File: src/rtl/sadc_pkg.sv
package sadc_pkg;

    // Position of the order flag inside the command byte
    localparam int ORDER_BIT = 1;

    typedef enum logic [1:0] {
        ST_IDLE  = 2'd0,
        ST_CSHI  = 2'd1,
        ST_SHIFT = 2'd2,
        ST_CONV  = 2'd3
    } seq_state_e;

    // Received stream split into arrival order
    typedef struct packed {
        logic [7:0] first;
        logic [7:0] second;
    } rx_pair_t;

    function automatic logic [7:0] bitrev8(input logic [7:0] v);
        logic [7:0] r;
        for (int i = 0; i < 8; i++) begin
            r[i] = v[7-i];
        end
        return r;
    endfunction

    function automatic logic [15:0] assemble_result(input logic [15:0] raw,
                                                    input logic      lsb_first);
        rx_pair_t p;
        p = raw;
        if (lsb_first) begin
            return {bitrev8(p.second), bitrev8(p.first)};
        end
        return {p.first, p.second};
    endfunction

endpackage

File: src/rtl/sadc_sclk_gen.sv
module sadc_sclk_gen #(
    parameter int HALF_PER = 2
) (
    input  logic clk,
    input  logic rst,
    input  logic en_i,
    output logic sclk_o,
    output logic fall_o
);
    localparam int CW = $clog2(HALF_PER + 1);

    logic [CW-1:0] cnt_q;
    logic          sclk_q;
    logic          half_end;

    assign half_end = (cnt_q == CW'(HALF_PER - 1));
    assign fall_o   = en_i && sclk_q && half_end;
    assign sclk_o   = sclk_q;

    always_ff @(posedge clk) begin
        if (rst || !en_i) begin
            cnt_q  <= '0;
            sclk_q <= 1'b0;
        end else if (half_end) begin
            cnt_q  <= '0;
            sclk_q <= !sclk_q;
        end else begin
            cnt_q  <= cnt_q + CW'(1);
        end
    end

    // a high phase always lasts at least one full cycle before falling
    a_r3_fall_after_high: assert property (@(posedge clk) disable iff (rst)
        fall_o |-> $past(sclk_q));

endmodule

File: src/rtl/sadc_shift_unit.sv
module sadc_shift_unit
    import sadc_pkg::*;
(
    input  logic        clk,
    input  logic        rst,
    input  logic        en_i,
    input  logic        fall_i,
    input  logic        dout_i,
    input  logic [7:0]  cmd_i,
    output logic        din_o,
    output logic        frame_end_o,
    output logic        done_o,
    output logic [15:0] result_o
);
    logic [3:0]  bit_q;
    logic [15:0] rx_q;
    logic [15:0] rx_next;
    logic        done_q;
    logic [15:0] result_q;

    // Command bit index 7-n within the current byte slot
    assign din_o       = cmd_i[~bit_q[2:0]];
    assign frame_end_o = fall_i && (bit_q == 4'd15);
    assign rx_next     = {rx_q[14:0], dout_i};

    always_ff @(posedge clk) begin
        if (rst) begin
            bit_q    <= '0;
            rx_q     <= '0;
            done_q   <= 1'b0;
            result_q <= '0;
        end else begin
            done_q <= 1'b0;
            if (!en_i) begin
                bit_q <= '0;
            end else if (fall_i) begin
                bit_q <= bit_q + 4'd1;
                rx_q  <= rx_next;
                if (bit_q == 4'd15) begin
                    done_q   <= 1'b1;
                    result_q <= assemble_result(rx_next, cmd_i[ORDER_BIT]);
                end
            end
        end
    end

    assign done_o   = done_q;
    assign result_o = result_q;

    // done never lasts two cycles
    a_r7_done_single: assert property (@(posedge clk) disable iff (rst)
        done_q |=> !done_q);

    // result only moves together with a done strobe
    a_r7_result_hold: assert property (@(posedge clk) disable iff (rst)
        !done_q |-> $stable(result_q));

endmodule

File: src/rtl/sadc_seq.sv
module sadc_seq
    import sadc_pkg::*;
#(
    parameter int CS_HIGH_CYC   = 4,
    parameter int CONV_WAIT_CYC = 20
) (
    input  logic       clk,
    input  logic       rst,
    input  logic       start_i,
    input  logic [7:0] cmd_i,
    input  logic       frame_end_i,
    output seq_state_e state_o,
    output logic [7:0] cmd_o
);
    localparam int CNT_MAX = (CS_HIGH_CYC > CONV_WAIT_CYC) ? CS_HIGH_CYC : CONV_WAIT_CYC;
    localparam int CW      = $clog2(CNT_MAX + 1);

    seq_state_e    state_q;
    logic [CW-1:0] cnt_q;
    logic [7:0]    cmd_q;

    always_ff @(posedge clk) begin
        if (rst) begin
            state_q <= ST_IDLE;
            cnt_q   <= '0;
            cmd_q   <= '0;
        end else begin
            case (state_q)
                ST_IDLE: begin
                    cnt_q <= '0;
                    if (start_i) begin
                        cmd_q   <= cmd_i;
                        state_q <= ST_CSHI;
                    end
                end
                ST_CSHI: begin
                    if (cnt_q == CW'(CS_HIGH_CYC - 1)) begin
                        cnt_q   <= '0;
                        state_q <= ST_SHIFT;
                    end else begin
                        cnt_q <= cnt_q + CW'(1);
                    end
                end
                ST_SHIFT: begin
                    cnt_q <= '0;
                    if (frame_end_i) begin
                        state_q <= ST_CONV;
                    end
                end
                default: begin
                    if (cnt_q == CW'(CONV_WAIT_CYC - 1)) begin
                        cnt_q   <= '0;
                        state_q <= ST_IDLE;
                    end else begin
                        cnt_q <= cnt_q + CW'(1);
                    end
                end
            endcase
        end
    end

    assign state_o = state_q;
    assign cmd_o   = cmd_q;

    // command is frozen while a frame or wait is running
    a_r9_cmd_frozen: assert property (@(posedge clk) disable iff (rst)
        (state_q != ST_IDLE) |=> $stable(cmd_q));

    // the select pulse is only entered from idle
    a_r2_cshi_from_idle: assert property (@(posedge clk) disable iff (rst)
        (state_q == ST_CSHI) && ($past(state_q) != ST_CSHI) |-> $past(state_q) == ST_IDLE);

endmodule

File: src/rtl/sadc_frame_ctrl.sv
module sadc_frame_ctrl
    import sadc_pkg::*;
#(
    parameter int HALF_PER      = 2,
    parameter int CS_HIGH_CYC   = 4,
    parameter int CONV_WAIT_CYC = 20
) (
    input  logic        clk,
    input  logic        rst,
    input  logic        start_i,
    input  logic [7:0]  cmd_i,
    input  logic        adc_dout_i,
    output logic        adc_sclk_o,
    output logic        adc_din_o,
    output logic        adc_cs_o,
    output logic        busy_o,
    output logic        done_o,
    output logic [15:0] result_o
);
    seq_state_e state;
    logic [7:0] cmd_lat;
    logic       shift_en;
    logic       sclk_fall;
    logic       frame_end;

    sadc_seq #(
        .CS_HIGH_CYC  (CS_HIGH_CYC),
        .CONV_WAIT_CYC(CONV_WAIT_CYC)
    ) seq_i (
        .clk        (clk),
        .rst        (rst),
        .start_i    (start_i),
        .cmd_i      (cmd_i),
        .frame_end_i(frame_end),
        .state_o    (state),
        .cmd_o      (cmd_lat)
    );

    assign shift_en = (state == ST_SHIFT);
    assign adc_cs_o = (state == ST_CSHI);
    assign busy_o   = (state != ST_IDLE);

    sadc_sclk_gen #(
        .HALF_PER(HALF_PER)
    ) sclk_i (
        .clk   (clk),
        .rst   (rst),
        .en_i  (shift_en),
        .sclk_o(adc_sclk_o),
        .fall_o(sclk_fall)
    );

    sadc_shift_unit shift_i (
        .clk        (clk),
        .rst        (rst),
        .en_i       (shift_en),
        .fall_i     (sclk_fall),
        .dout_i     (adc_dout_i),
        .cmd_i      (cmd_lat),
        .din_o      (adc_din_o),
        .frame_end_o(frame_end),
        .done_o     (done_o),
        .result_o   (result_o)
    );

    // no serial clock while deselected or outside the shift phase
    a_r10_sclk_low_cs: assert property (@(posedge clk) disable iff (rst)
        (adc_cs_o || !busy_o) |-> !adc_sclk_o);

    // rising edges only while selected and busy
    a_r3_rise_selected: assert property (@(posedge clk) disable iff (rst)
        $rose(adc_sclk_o) |-> (!adc_cs_o && busy_o));

    // command bit does not move across a rising edge
    a_r4_din_stable: assert property (@(posedge clk) disable iff (rst)
        $rose(adc_sclk_o) |-> $stable(adc_din_o));

    // done falls inside the busy window
    a_r8_done_busy: assert property (@(posedge clk) disable iff (rst)
        done_o |-> busy_o);

    // chip select rises only out of idle
    a_r2_cs_rise_idle: assert property (@(posedge clk) disable iff (rst)
        $rose(adc_cs_o) |-> !$past(busy_o));

endmodule

File: config.mk
export PLATFORM = sky130hd
export DESIGN_NAME = sadc_frame_ctrl
export DESIGN_NICKNAME = d
export VERILOG_FILES = /design/src/rtl/sadc_pkg.sv /design/src/rtl/sadc_sclk_gen.sv /design/src/rtl/sadc_shift_unit.sv /design/src/rtl/sadc_seq.sv /design/src/rtl/sadc_frame_ctrl.sv
export SDC_FILE = /design/constraint.sdc
export NUM_CORES = 1
export LEC_CHECK = 0
export BUFFER_PORTS_ARGS = -buffer_cell sky130_fd_sc_hd__buf_2
export CORE_MARGIN = 2
export CORE_UTILIZATION = 51
export DETAILED_ROUTE_END_ITERATION = 16
export PLACE_DENSITY = 0.79
export SKIP_LAST_GASP = 1
export SYNTH_ARGS = -nofsm -noshare
export SYNTH_HDL_FRONTEND = slang
export SYNTH_SLANG_ARGS = --single-unit
File: constraint.sdc
create_clock -name clk -period 1.5 [get_ports clk]
set_input_delay 0.075 -clock clk [delete_from_list [all_inputs] [get_ports clk]]
set_output_delay 0.075 -clock clk [all_outputs]
set_load 0.005 [all_outputs]
==> impl_metrics.xml, run 1 <==
<?xml version="1.0" encoding="UTF-8"?>
<metrics>
  <group name="outcome">
    <metric name="run_status" unit="">finished, violations left</metric>
    <metric name="violations" unit="">setup timing</metric>
  </group>
  <group name="drt">
    <metric name="vias_per_cell" unit="">5.34</metric>
    <metric name="detail_route.drc_violations" unit="">0</metric>
    <metric name="routed_wl" unit="µm">4660</metric>
    <metric name="wl_per_instance" unit="µm">13.2</metric>
    <metric name="drt_first_iter_violations" unit="">105</metric>
    <metric name="detailroute.via_count" unit="">1886</metric>
    <metric name="detailedRoute.firstPassIterationCount" unit="">4</metric>
    <metric name="ant_nets" unit="">0</metric>
  </group>
  <group name="clock_tree">
    <metric name="register_clock_pin_slew_on_the_reported_worst_setup_and_hold_paths" unit="ps">90</metric>
    <metric name="clock-root-buffer" unit="">sky130_fd_sc_hd__clkbuf_8</metric>
    <metric name="worst_skew_pair.late_latency" unit="ps">310</metric>
    <metric name="htree_num_levels" unit="">2</metric>
    <metric name="cts.path.max_buffers" unit="">2</metric>
    <metric name="cts-buffers-inserted" unit="">5</metric>
    <metric name="cts_tree" unit="">built</metric>
    <metric name="clock_sink_count" unit="">54</metric>
  </group>
  <group name="timing">
    <metric name="setup_viol" unit="">1</metric>
    <metric name="setup_repair_after_global_routing_missed_its_margin" unit="">true</metric>
    <metric name="max_clock_freq" unit="GHz">0.612</metric>
    <metric name="finalCritPeriodShare" unit="">1.09</metric>
    <metric name="timing.slew.headroom" unit="">0.775</metric>
    <metric name="totalNegativeSetupSlack" unit="ps">-134</metric>
    <metric name="maxSlewViolCount" unit="">0</metric>
    <metric name="final_hold_viol_count" unit="">0</metric>
    <metric name="postLayoutSetupSlackWorst" unit="ps">-134</metric>
    <metric name="timing.hold.ws" unit="ps">11.1</metric>
    <metric name="max_slew.worst_pin.slew" unit="ps">329</metric>
    <metric name="post-route-min-period" unit="ps">1630</metric>
    <metric name="clock_skew" unit="ps">9.04</metric>
  </group>
  <group name="power_and_ir_drop">
    <metric name="p_leak" unit="nW">1.07</metric>
    <metric name="share_of_total_power_in_sequential_cells" unit="">0.486</metric>
    <metric name="internal_power" unit="mW">2.26</metric>
    <metric name="power_switching_share" unit="">0.297</metric>
    <metric name="fin_total_pwr" unit="mW">3.21</metric>
    <metric name="power_density" unit="mW/mm²">1090</metric>
    <metric name="net-switching-power" unit="µW">954</metric>
    <metric name="p_clk_frac" unit="">0.268</metric>
    <metric name="peakVddDrop" unit="µV">992</metric>
    <metric name="p_comb_frac" unit="">0.246</metric>
  </group>
  <group name="yosys">
    <metric name="yosys-top-cells-count" unit="">sky130_fd_sc_hd__dfxtp_1, sky130_fd_sc_hd__nand2_1, sky130_fd_sc_hd__a21oi_1, sky130_fd_sc_hd__mux2i_1, sky130_fd_sc_hd__a211oi_2</metric>
    <metric name="synthesis.instances" unit="">254</metric>
    <metric name="avg_synthesized_cell_area" unit="µm²">9.52</metric>
    <metric name="ys_dominant_reg_cell" unit="">sky130_fd_sc_hd__dfxtp_1</metric>
    <metric name="most_used_standard_cell_by_instance_count_after_synthesis" unit="">sky130_fd_sc_hd__dfxtp_1</metric>
    <metric name="synth.largest_area_cell" unit="">sky130_fd_sc_hd__dfxtp_1</metric>
    <metric name="synth.net_count" unit="">273</metric>
    <metric name="yosys_cell_types" unit="">36</metric>
    <metric name="synth_seq_area_share" unit="">0.447</metric>
    <metric name="yosys_warnings" unit="">0</metric>
    <metric name="yosys.area.top_type_share" unit="">0.447</metric>
    <metric name="async_reset_ff_frac" unit="">0</metric>
    <metric name="synth_seq_cells" unit="">54</metric>
    <metric name="synth_edf_count" unit="">0</metric>
    <metric name="synthesis.area" unit="mm²">0.00242</metric>
    <metric name="ys_top_cells_by_area" unit="">sky130_fd_sc_hd__dfxtp_1, sky130_fd_sc_hd__a211oi_2, sky130_fd_sc_hd__mux2i_1, sky130_fd_sc_hd__nand2_1, sky130_fd_sc_hd__a21oi_1</metric>
  </group>
  <group name="cells_and_area">
    <metric name="area_added_between_synthesis_and_finish" unit="%">22.3</metric>
    <metric name="antennaDiodeCount" unit="">0</metric>
    <metric name="layout-drive-gt1-share" unit="">0.358</metric>
    <metric name="layout.cell_area.non_filler" unit="mm²">0.00296</metric>
    <metric name="n_fill_cell" unit="">390</metric>
    <metric name="num-nets-final" unit="">317</metric>
    <metric name="finished_layout_cells" unit="">353</metric>
    <metric name="multiInputGateArea" unit="mm²">0.00129</metric>
    <metric name="layout.core_utilization" unit="">0.634</metric>
    <metric name="sequential_standard_cell_area" unit="mm²">0.00109</metric>
  </group>
  <group name="worst_setup_path">
    <metric name="cp.arrival" unit="ps">1560</metric>
    <metric name="required_arrival_time_at_the_worst_endpoint" unit="ps">1420</metric>
    <metric name="worst_case_reg_to_reg_path_depth" unit="">6</metric>
    <metric name="rr_startpoint" unit="">shift_i.bit_q[0]</metric>
    <metric name="path_buf_inv" unit="">1</metric>
    <metric name="reg2reg_setup_slack" unit="ps">50</metric>
    <metric name="crit_chain" unit="">mux4_2 &gt; mux2_2 &gt; buf_2</metric>
    <metric name="timing.setup.critical_path_class" unit="">reg -&gt; out</metric>
    <metric name="critical_path.reg2reg.endpoint" unit="">shift_i.result_o[9]</metric>
    <metric name="cp_max_fo" unit="">4</metric>
    <metric name="cp_slowest_cell" unit="">sky130_fd_sc_hd__mux4_2</metric>
    <metric name="worst_setup_path_start_kind" unit="">flop</metric>
    <metric name="worst_setup_path_end_kind" unit="">output port</metric>
    <metric name="critical-path-max-stage-delay" unit="ps">490</metric>
    <metric name="cpLargestDelayFamily" unit="">multiplexers</metric>
  </group>
  <group name="place">
    <metric name="placement.cell_area" unit="mm²">0.00270</metric>
    <metric name="dp_worst_slack" unit="ps">-6.65</metric>
    <metric name="hpwl_detailed" unit="µm">3070</metric>
    <metric name="dp_cells" unit="">338</metric>
    <metric name="gp_routability_congestion" unit="">0.843</metric>
    <metric name="port-buffer-count" unit="">32</metric>
  </group>
  <group name="worst_hold_path">
    <metric name="destination_of_the_worst_hold_path" unit="">seq_i.cmd_o[0]</metric>
    <metric name="worst_hold_path_type" unit="">in -&gt; reg</metric>
    <metric name="min_path_cells" unit="">3</metric>
    <metric name="worstHoldStart" unit="">cmd_i[0]</metric>
  </group>
  <group name="die">
    <metric name="io-pin-count" unit="">33</metric>
    <metric name="initial_utilization" unit="">0.519</metric>
    <metric name="floorplan.core_area" unit="mm²">0.00466</metric>
    <metric name="die_h" unit="µm">72.8</metric>
    <metric name="placementRows" unit="">25</metric>
    <metric name="die_w" unit="µm">72.8</metric>
    <metric name="die_area" unit="mm²">0.00531</metric>
  </group>
  <group name="global_routing">
    <metric name="global_route.overflow_total" unit="">0</metric>
    <metric name="grtUsageTotal" unit="">0.183</metric>
    <metric name="grt_max_degree" unit="">34</metric>
    <metric name="antenna_found_initial" unit="">0</metric>
    <metric name="grt_pass1_wl" unit="µm">7670</metric>
    <metric name="first_global_vias" unit="">1754</metric>
  </group>
  <group name="run">
    <metric name="maxcap_viol_count" unit="">0</metric>
  </group>
</metrics>
worst max path at each step:
stage                startpoint                   end  cells past startpoint
5_1_grt        shift_i.bit_q[1]             adc_din_o                      3
4_1_cts        shift_i.bit_q[1]             adc_din_o                      3
2_1_floorplan    seq_i.cnt_q[0]        seq_i.cnt_q[1]                      5
6_report       shift_i.bit_q[1]             adc_din_o                      3
3_3_place_gp   seq_i.state_o[1]      seq_i.state_o[0]                      6
3_5_place_dp   seq_i.state_o[0]  shift_i.result_o[13]                      7
power by group through the flow:
stage               registers (mW)  logic, mW  clock network, mW
finish                        1.56      0.790              0.860
floorplan                     1.56      0.458                  0
CTS                           1.54      0.666              0.892
global placement              1.57      0.640                  0
detailed placement            1.57      0.647                  0
global route                  1.57      0.885              0.955
registers in the layout (all words and copies together) (netlist names):
| signal | flops |
|---|---|
| sclk_i.cnt_q | 2 |
| sclk_i.sclk_o | 1 |
| seq_i.cmd_o | 8 |
| seq_i.cnt_q | 5 |
| seq_i.state_o | 2 |
| shift_i.bit_q | 4 |
| shift_i.done_o | 1 |
| shift_i.result_o | 16 |
| shift_i.rx_q | 15 |
layer usage:
layer | part of all wire | vias up | GRT usage
li1 | - | 970 | -
met1 | 0.48 | 868 | 0.243
met2 | 0.47 | 39 | 0.294
met3 | 0.040 | 9 | 0.0345
met4 | 0.016 | 0 | 0.0700
met5 | 0 | - | 0
logic make-up (layout without fill, tap and decap cells):
group | after synthesis | in the layout | share of synthesized area
adders and majority gates | 7 | 7 | 0.0362
and+or+nand+nor | 95 | 95 | 0.189
xor gates and xnor gates | 6 | 6 | 0.0217
AOI/OAI and AO/OA | 50 | 50 | 0.167
buffers and inverters | 23 | 68 | 0.0492
DFF | 54 | 54 | 0.447
muxes | 19 | 19 | 0.0895
tightest hold or removal path, delay by kind of cell:
family / cells / cell delay [ps]
buf+inv: 1 / 90
compound gates: 1 / 50
simple gates: 1 / 50
layout make-up:
type / instances / share of cell area
timing repair buffer: 54 / 0.130
tap: 54 / 0.0229
inverter: 6 / 0.00847
multi-input combinational: 177 / 0.436
clock buffer: 6 / 0.0279
sequential: 54 / 0.370
clock inverter: 2 / 0.00550
cells in the final DEF, fill, tap and decap left out, types with 2 or more instances in the layout:
cell type	netlist	routed
sky130_fd_sc_hd__dfxtp_1	54	50
sky130_fd_sc_hd__nand2_1	42	42
sky130_fd_sc_hd__buf_2	5	32
sky130_fd_sc_hd__a21oi_1	24	24
sky130_fd_sc_hd__buf_4	3	17
sky130_fd_sc_hd__mux2i_1	16	16
sky130_fd_sc_hd__a211oi_2	14	15
sky130_fd_sc_hd__nor2_1	13	13
sky130_fd_sc_hd__nand3_1	12	11
sky130_fd_sc_hd__nor2_2	10	10
sky130_fd_sc_hd__clkbuf_8	0	6
sky130_fd_sc_hd__nor3_1	5	4
sky130_fd_sc_hd__xor2_1	4	4
sky130_fd_sc_hd__inv_1	5	3
sky130_fd_sc_hd__a211oi_1	4	3
sky130_fd_sc_hd__nand4_1	3	3
sky130_fd_sc_hd__o31ai_1	3	3
sky130_fd_sc_hd__ha_4	0	3
sky130_fd_sc_hd__buf_12	0	3
sky130_fd_sc_hd__dfxtp_4	0	3
sky130_fd_sc_hd__inv_2	1	2
sky130_fd_sc_hd__mux4_2	2	2
sky130_fd_sc_hd__and3_1	2	2
sky130_fd_sc_hd__xnor2_1	2	2
sky130_fd_sc_hd__and2_1	2	2
sky130_fd_sc_hd__nor2b_1	2	2
sky130_fd_sc_hd__ha_1	7	2
sky130_fd_sc_hd__ha_2	0	2
what timing repair did:
action,CTS,global route
hold endpoints to repair,0,1
gates resized for setup,5,18
buffers inserted,1,4
hold buffers,0,1
pin swaps,0,3
gates cloned,0,1
endpoints found under the setup margin,15,42
(Power assumes the default switching activity.)
==> inputs of run 2 (changes only) <==
- CELL_PAD_IN_SITES_DETAIL_PLACEMENT: default -> 1
- CELL_PAD_IN_SITES_GLOBAL_PLACEMENT: default -> 1
- CORE_UTILIZATION: 51 -> 39
- PLACE_DENSITY: 0.79 -> 0.78
==> run 2 against run 1 <==
Effect of this change:
- the run still ends with setup timing left
- combinational power rose by 6.5%
- maximum frequency fell by 3.1%
- cell count rose by 5.1%
- die area rose by 29%
- critical path depth did not move
- routed wire length rose by 25%
- clock-buffer cell count did not move
- sequential power barely moved
- critical path type unchanged
- largest power group unchanged
==> impl_metrics.xml, run 2 (same netlist as run 1, synthesis figures left out) <==
<?xml version="1.0" encoding="UTF-8"?>
<metrics>
  <group name="global_routing">
    <metric name="first_global_vias" unit="">1878</metric>
    <metric name="global_route.overflow_total" unit="">0</metric>
    <metric name="grtUsageTotal" unit="">0.172</metric>
    <metric name="grt_pass1_wl" unit="µm">8850</metric>
    <metric name="antenna_found_initial" unit="">0</metric>
    <metric name="grt_max_degree" unit="">35</metric>
  </group>
  <group name="timing">
    <metric name="setup_viol" unit="">12</metric>
    <metric name="maxSlewViolCount" unit="">0</metric>
    <metric name="max_clock_freq" unit="GHz">0.593</metric>
    <metric name="final_hold_viol_count" unit="">0</metric>
    <metric name="totalNegativeSetupSlack" unit="ps">-516</metric>
    <metric name="setup_repair_after_global_routing_missed_its_margin" unit="">true</metric>
    <metric name="post-route-min-period" unit="ps">1690</metric>
    <metric name="finalCritPeriodShare" unit="">1.12</metric>
    <metric name="timing.slew.headroom" unit="">0.742</metric>
    <metric name="clock_skew" unit="ps">5.68</metric>
    <metric name="max_slew.worst_pin.slew" unit="ps">385</metric>
    <metric name="postLayoutSetupSlackWorst" unit="ps">-187</metric>
  </group>
  <group name="clock_tree">
    <metric name="cts-buffers-inserted" unit="">5</metric>
    <metric name="clock_sink_count" unit="">54</metric>
    <metric name="cts.path.max_buffers" unit="">2</metric>
    <metric name="htree_num_levels" unit="">2</metric>
    <metric name="clock-root-buffer" unit="">sky130_fd_sc_hd__clkbuf_8</metric>
    <metric name="cts_tree" unit="">built</metric>
    <metric name="register_clock_pin_slew_on_the_reported_worst_setup_and_hold_paths" unit="ps">90</metric>
    <metric name="worst_skew_pair.late_latency" unit="ps">310</metric>
  </group>
  <group name="cells_and_area">
    <metric name="layout-drive-gt1-share" unit="">0.358</metric>
    <metric name="mostFrequentLayoutCells" unit="">sky130_fd_sc_hd__dfxtp_1, sky130_fd_sc_hd__nand2_1, sky130_fd_sc_hd__buf_2, sky130_fd_sc_hd__a21oi_1, sky130_fd_sc_hd__mux2i_1</metric>
    <metric name="mostFrequentLayoutCell" unit="">sky130_fd_sc_hd__dfxtp_1</metric>
    <metric name="num-nets-final" unit="">315</metric>
    <metric name="sequential_standard_cell_area" unit="mm²">0.00109</metric>
    <metric name="multiInputGateArea" unit="mm²">0.00132</metric>
    <metric name="layout.core_utilization" unit="">0.502</metric>
    <metric name="flip_flop_count_of_the_largest_register_all_copies_and_words_added" unit="">16</metric>
    <metric name="layout.cell_area.non_filler" unit="mm²">0.00299</metric>
    <metric name="area_added_between_synthesis_and_finish" unit="%">23.6</metric>
    <metric name="n_fill_cell" unit="">677</metric>
    <metric name="antennaDiodeCount" unit="">0</metric>
  </group>
  <group name="drt">
    <metric name="wl_per_instance" unit="µm">15.7</metric>
    <metric name="routed_wl" unit="µm">5840</metric>
    <metric name="vias_per_cell" unit="">5.28</metric>
    <metric name="detail_route.drc_violations" unit="">0</metric>
    <metric name="detailroute.via_count" unit="">1959</metric>
    <metric name="ant_nets" unit="">0</metric>
    <metric name="detailedRoute.firstPassIterationCount" unit="">4</metric>
    <metric name="drt_first_iter_violations" unit="">113</metric>
  </group>
  <group name="place">
    <metric name="gp_routability_congestion" unit="">0.707</metric>
    <metric name="port-buffer-count" unit="">32</metric>
    <metric name="dp_worst_slack" unit="ps">-63.2</metric>
    <metric name="hpwl_detailed" unit="µm">3790</metric>
    <metric name="placement.cell_area" unit="mm²">0.00271</metric>
  </group>
  <group name="power_and_ir_drop">
    <metric name="share_of_total_power_in_sequential_cells" unit="">0.487</metric>
    <metric name="p_clk_frac" unit="">0.248</metric>
    <metric name="power_density" unit="mW/mm²">1060</metric>
    <metric name="p_leak" unit="nW">1.05</metric>
    <metric name="internal_power" unit="mW">2.21</metric>
    <metric name="peakVddDrop" unit="µV">594</metric>
    <metric name="power_switching_share" unit="">0.303</metric>
    <metric name="net-switching-power" unit="µW">959</metric>
    <metric name="p_comb_frac" unit="">0.265</metric>
  </group>
  <group name="die">
    <metric name="die_w" unit="µm">82.7</metric>
    <metric name="placementRows" unit="">28</metric>
    <metric name="initial_utilization" unit="">0.406</metric>
    <metric name="io-pin-count" unit="">33</metric>
    <metric name="die_h" unit="µm">82.7</metric>
    <metric name="die_area" unit="mm²">0.00684</metric>
    <metric name="floorplan.core_area" unit="mm²">0.00596</metric>
  </group>
  <group name="worst_setup_path">
    <metric name="timing.setup.critical_path_class" unit="">reg -&gt; out</metric>
    <metric name="cp.arrival" unit="ps">1610</metric>
    <metric name="worst_setup_path_end_kind" unit="">output port</metric>
    <metric name="required_arrival_time_at_the_worst_endpoint" unit="ps">1420</metric>
    <metric name="cp_max_fo" unit="">3</metric>
    <metric name="worst_setup_path_start_kind" unit="">flop</metric>
  </group>
  <group name="worst_hold_path">
    <metric name="worst_hold_path_type" unit="">in -&gt; reg</metric>
  </group>
  <group name="run">
    <metric name="maxcap_viol_count" unit="">0</metric>
  </group>
  <group name="outcome">
    <metric name="run_status" unit="">finished, violations left</metric>
    <metric name="violations" unit="">setup timing</metric>
  </group>
</metrics>
run 2: cell types whose count changed in the layout (fill, tap and decap cells not counted), sizes merged:
| cell | before | now |
|---|---|---|
| buf | 52 | 50 |
| inv | 7 | 6 |
run 2: final timing paths:
path,startpoint,to,slack [ps],cells past startpoint
setup reg to reg,shift_i.bit_q[1],shift_i.result_o[11],-50,7
hold / removal,cmd_i[0],seq_i.cmd_o[0],20,3
hold reg to reg,sclk_i.cnt_q[0],sclk_i.cnt_q[0],430,1
setup / recovery,shift_i.bit_q[1],adc_din_o,-190,3
run 2: timing repair:
action	in CTS	in global routing
setup buffers	1	1
gates cloned	1	1
endpoints found under the setup margin	32	35
hold buffers	1	0
pin swaps	0	6
endpoints found under the hold margin	1	0
gates resized for setup	11	16
run 2: per-stage QoR:
stage / power [mW] / hold slack, ps / std cells
6_report: 3.17 / 15.1 / 371
5_1_grt: 3.34 / 2.70 / 371
4_1_cts: 3.11 / 4.86 / 369
3_5_place_dp: 2.28 / 337 / 359
3_3_place_gp: 2.25 / 329 / 359
2_1_floorplan: 2.02 / 211 / 254
run 2: layer usage:
metal	up-vias	track usage	share of wire
met4	0	0.0721	0.015
met5	-	0	0
met3	7	0.0326	0.042
met1	947	0.213	0.44
li1	960	-	-
met2	45	0.292	0.50
run 2: cell type report:
type	instances	area share
sequential	54	0.365
clock inverter	1	0.00251
inverter	6	0.00754
clock buffer	6	0.0243
timing repair buffer	52	0.128
multi-input combinational	177	0.442
tap	75	0.0314
run 2: power by group through the flow:
stage	clock, mW	sequential, mW	combinational, mW
floorplan	0	1.56	0.458
global placement	0	1.57	0.682
detailed placement	0	1.57	0.709
CTS	0.818	1.54	0.753
global route	0.871	1.55	0.917
finish	0.785	1.54	0.841
run 2: worst max-delay path, stage by stage, from the launching register on:
cell and delay, ps:
sky130_fd_sc_hd__dfxtp_4 370, sky130_fd_sc_hd__mux4_2 510, sky130_fd_sc_hd__mux2_4 310, sky130_fd_sc_hd__buf_6 120
==> inputs of run 3 (changes only) <==
- SKIP_LAST_GASP: 1 -> default
==> run 3 against run 2 <==
Effect of this change:
- the flow still finishes with violations (setup timing)
- critical endpoint unchanged
- total power up 0.61%
- global-route usage grew 0.11 points
- sequential share of layout area is essentially flat
==> impl_metrics.xml, run 3 (same netlist as run 1, synthesis figures left out) <==
<?xml version="1.0" encoding="UTF-8"?>
<metrics>
  <group name="place">
    <metric name="placement.cell_area" unit="mm²">0.00271</metric>
    <metric name="hpwl_detailed" unit="µm">3790</metric>
    <metric name="port-buffer-count" unit="">32</metric>
    <metric name="gp_routability_congestion" unit="">0.707</metric>
  </group>
  <group name="outcome">
    <metric name="violations" unit="">setup timing</metric>
    <metric name="run_status" unit="">finished, violations left</metric>
  </group>
  <group name="clock_tree">
    <metric name="cts_tree" unit="">built</metric>
    <metric name="clock-root-buffer" unit="">sky130_fd_sc_hd__clkbuf_8</metric>
    <metric name="clock_sink_count" unit="">54</metric>
    <metric name="register_clock_pin_slew_on_the_reported_worst_setup_and_hold_paths" unit="ps">90</metric>
    <metric name="cts.path.max_buffers" unit="">2</metric>
    <metric name="cts-buffers-inserted" unit="">5</metric>
    <metric name="htree_num_levels" unit="">2</metric>
    <metric name="worst_skew_pair.late_latency" unit="ps">310</metric>
  </group>
  <group name="timing">
    <metric name="postLayoutSetupSlackWorst" unit="ps">-190</metric>
    <metric name="setup_viol" unit="">15</metric>
    <metric name="setup_repair_after_global_routing_missed_its_margin" unit="">true</metric>
    <metric name="max_clock_freq" unit="GHz">0.592</metric>
    <metric name="final_hold_viol_count" unit="">0</metric>
    <metric name="timing.slew.headroom" unit="">0.742</metric>
    <metric name="clock_skew" unit="ps">3.45</metric>
    <metric name="maxSlewViolCount" unit="">0</metric>
    <metric name="totalNegativeSetupSlack" unit="ps">-729</metric>
    <metric name="timing.hold.ws" unit="ps">13.3</metric>
    <metric name="max_slew.worst_pin.slew" unit="ps">386</metric>
    <metric name="finalCritPeriodShare" unit="">1.13</metric>
    <metric name="post-route-min-period" unit="ps">1690</metric>
  </group>
  <group name="worst_setup_path">
    <metric name="cp_slowest_cell" unit="">sky130_fd_sc_hd__mux4_2</metric>
    <metric name="cp_max_fo" unit="">3</metric>
    <metric name="cp.arrival" unit="ps">1620</metric>
    <metric name="critPathLaunch" unit="">shift_i.bit_q[1]</metric>
    <metric name="crit_chain" unit="">mux4_2 &gt; mux2_4 &gt; buf_6</metric>
    <metric name="worst_setup_path_start_kind" unit="">flop</metric>
    <metric name="timing.setup.critical_path_class" unit="">reg -&gt; out</metric>
    <metric name="rr_startpoint" unit="">shift_i.bit_q[1]</metric>
    <metric name="critical-path-max-stage-delay" unit="ps">510</metric>
    <metric name="worst_setup_path_end_kind" unit="">output port</metric>
    <metric name="required_arrival_time_at_the_worst_endpoint" unit="ps">1420</metric>
  </group>
  <group name="global_routing">
    <metric name="grt_pass1_wl" unit="µm">8900</metric>
    <metric name="first_global_vias" unit="">1886</metric>
    <metric name="grt_max_degree" unit="">35</metric>
    <metric name="global_route.peak_usage_layer" unit="">met2</metric>
    <metric name="globalRouteMet1Util" unit="">0.217</metric>
    <metric name="grtUsageTotal" unit="">0.173</metric>
    <metric name="met3_usage" unit="">0.0326</metric>
    <metric name="antenna_found_initial" unit="">0</metric>
    <metric name="grt_use_met2" unit="">0.292</metric>
    <metric name="global_route.overflow_total" unit="">0</metric>
  </group>
  <group name="die">
    <metric name="floorplan.core_area" unit="mm²">0.00596</metric>
    <metric name="die_h" unit="µm">82.7</metric>
    <metric name="die_w" unit="µm">82.7</metric>
    <metric name="io-pin-count" unit="">33</metric>
    <metric name="placementRows" unit="">28</metric>
    <metric name="die_area" unit="mm²">0.00684</metric>
    <metric name="initial_utilization" unit="">0.406</metric>
  </group>
  <group name="run">
    <metric name="maxcap_viol_count" unit="">0</metric>
  </group>
  <group name="drt">
    <metric name="ant_nets" unit="">0</metric>
    <metric name="detailedRoute.firstPassIterationCount" unit="">4</metric>
    <metric name="vias_per_cell" unit="">5.27</metric>
    <metric name="detail_route.drc_violations" unit="">0</metric>
    <metric name="routed_wl" unit="µm">5890</metric>
    <metric name="drt_first_iter_violations" unit="">92</metric>
    <metric name="wl_per_instance" unit="µm">15.9</metric>
    <metric name="detailroute.via_count" unit="">1955</metric>
  </group>
  <group name="cells_and_area">
    <metric name="layout.cell_area.non_filler" unit="mm²">0.00300</metric>
    <metric name="layout-drive-gt1-share" unit="">0.361</metric>
    <metric name="mostFrequentLayoutCells" unit="">sky130_fd_sc_hd__dfxtp_1, sky130_fd_sc_hd__nand2_1, sky130_fd_sc_hd__buf_2, sky130_fd_sc_hd__a21oi_1, sky130_fd_sc_hd__mux2i_1</metric>
    <metric name="mostFrequentLayoutCell" unit="">sky130_fd_sc_hd__dfxtp_1</metric>
    <metric name="antennaDiodeCount" unit="">0</metric>
    <metric name="flip_flop_count_of_the_largest_register_all_copies_and_words_added" unit="">16</metric>
    <metric name="layout.core_utilization" unit="">0.503</metric>
    <metric name="num-nets-final" unit="">315</metric>
    <metric name="area_added_between_synthesis_and_finish" unit="%">23.9</metric>
  </group>
  <group name="worst_hold_path">
    <metric name="worstHoldStart" unit="">cmd_i[0]</metric>
    <metric name="worst_hold_path_type" unit="">in -&gt; reg</metric>
  </group>
  <group name="power_and_ir_drop">
    <metric name="fin_total_pwr" unit="mW">3.19</metric>
    <metric name="peakVddDrop" unit="µV">588</metric>
    <metric name="p_leak" unit="nW">1.05</metric>
    <metric name="power_density" unit="mW/mm²">1060</metric>
  </group>
</metrics>
-- run 3: layout make-up --
cell class,instances,area (µm²)
clock buffer,6,72.6
timing repair buffer,52,382
clock inverter,1,7.51
multi-input combinational,177,1330
sequential,54,1090
fill,675,2960
tap,75,93.8
inverter,6,22.5
-- run 3: final timing paths --
kind         slack, ps  cells past startpoint                   end
min                 10                      3        seq_i.cmd_o[0]
min reg2reg        430                      1       sclk_i.cnt_q[0]
max reg2reg        -70                      7  shift_i.result_o[11]
max               -190                      3             adc_din_o
-- run 3: worst max-delay path: cells and delay by family (launching register included) --
family | cells | cell delay, ps
DFF | 1 | 370
buffers and inverters | 1 | 120
muxes | 2 | 820
-- run 3: through the flow --
stage / std cells / setup slack [ps]
finish: 371 / -190
global placement: 359 / 10.2
CTS: 369 / -159
global route: 371 / -227
floorplan: 254 / 68.2
detailed placement: 359 / -63.2
-- run 3: repair_timing --
item / CTS / global route
gates resized for setup: 12 / 18
endpoints found under the setup margin: 32 / 33
endpoints found under the hold margin: 1 / 0
hold buffers: 1 / 0
pin swaps: 0 / 5
cloned: 1 / 1
setup buffers: 1 / 1
-- run 3: where the power goes --
group          switching [mW]  internal, mW
Combinational           0.454         0.398
Clock                   0.466         0.321
Sequential             0.0462          1.50
-- run 3: metal layers --
metal | vias to the layer above | wire length, µm
met3 | 9 | 187
li1 | 961 | -
met1 | 947 | 2680
met2 | 38 | 2920
met4 | 0 | 108
met5 | - | 0
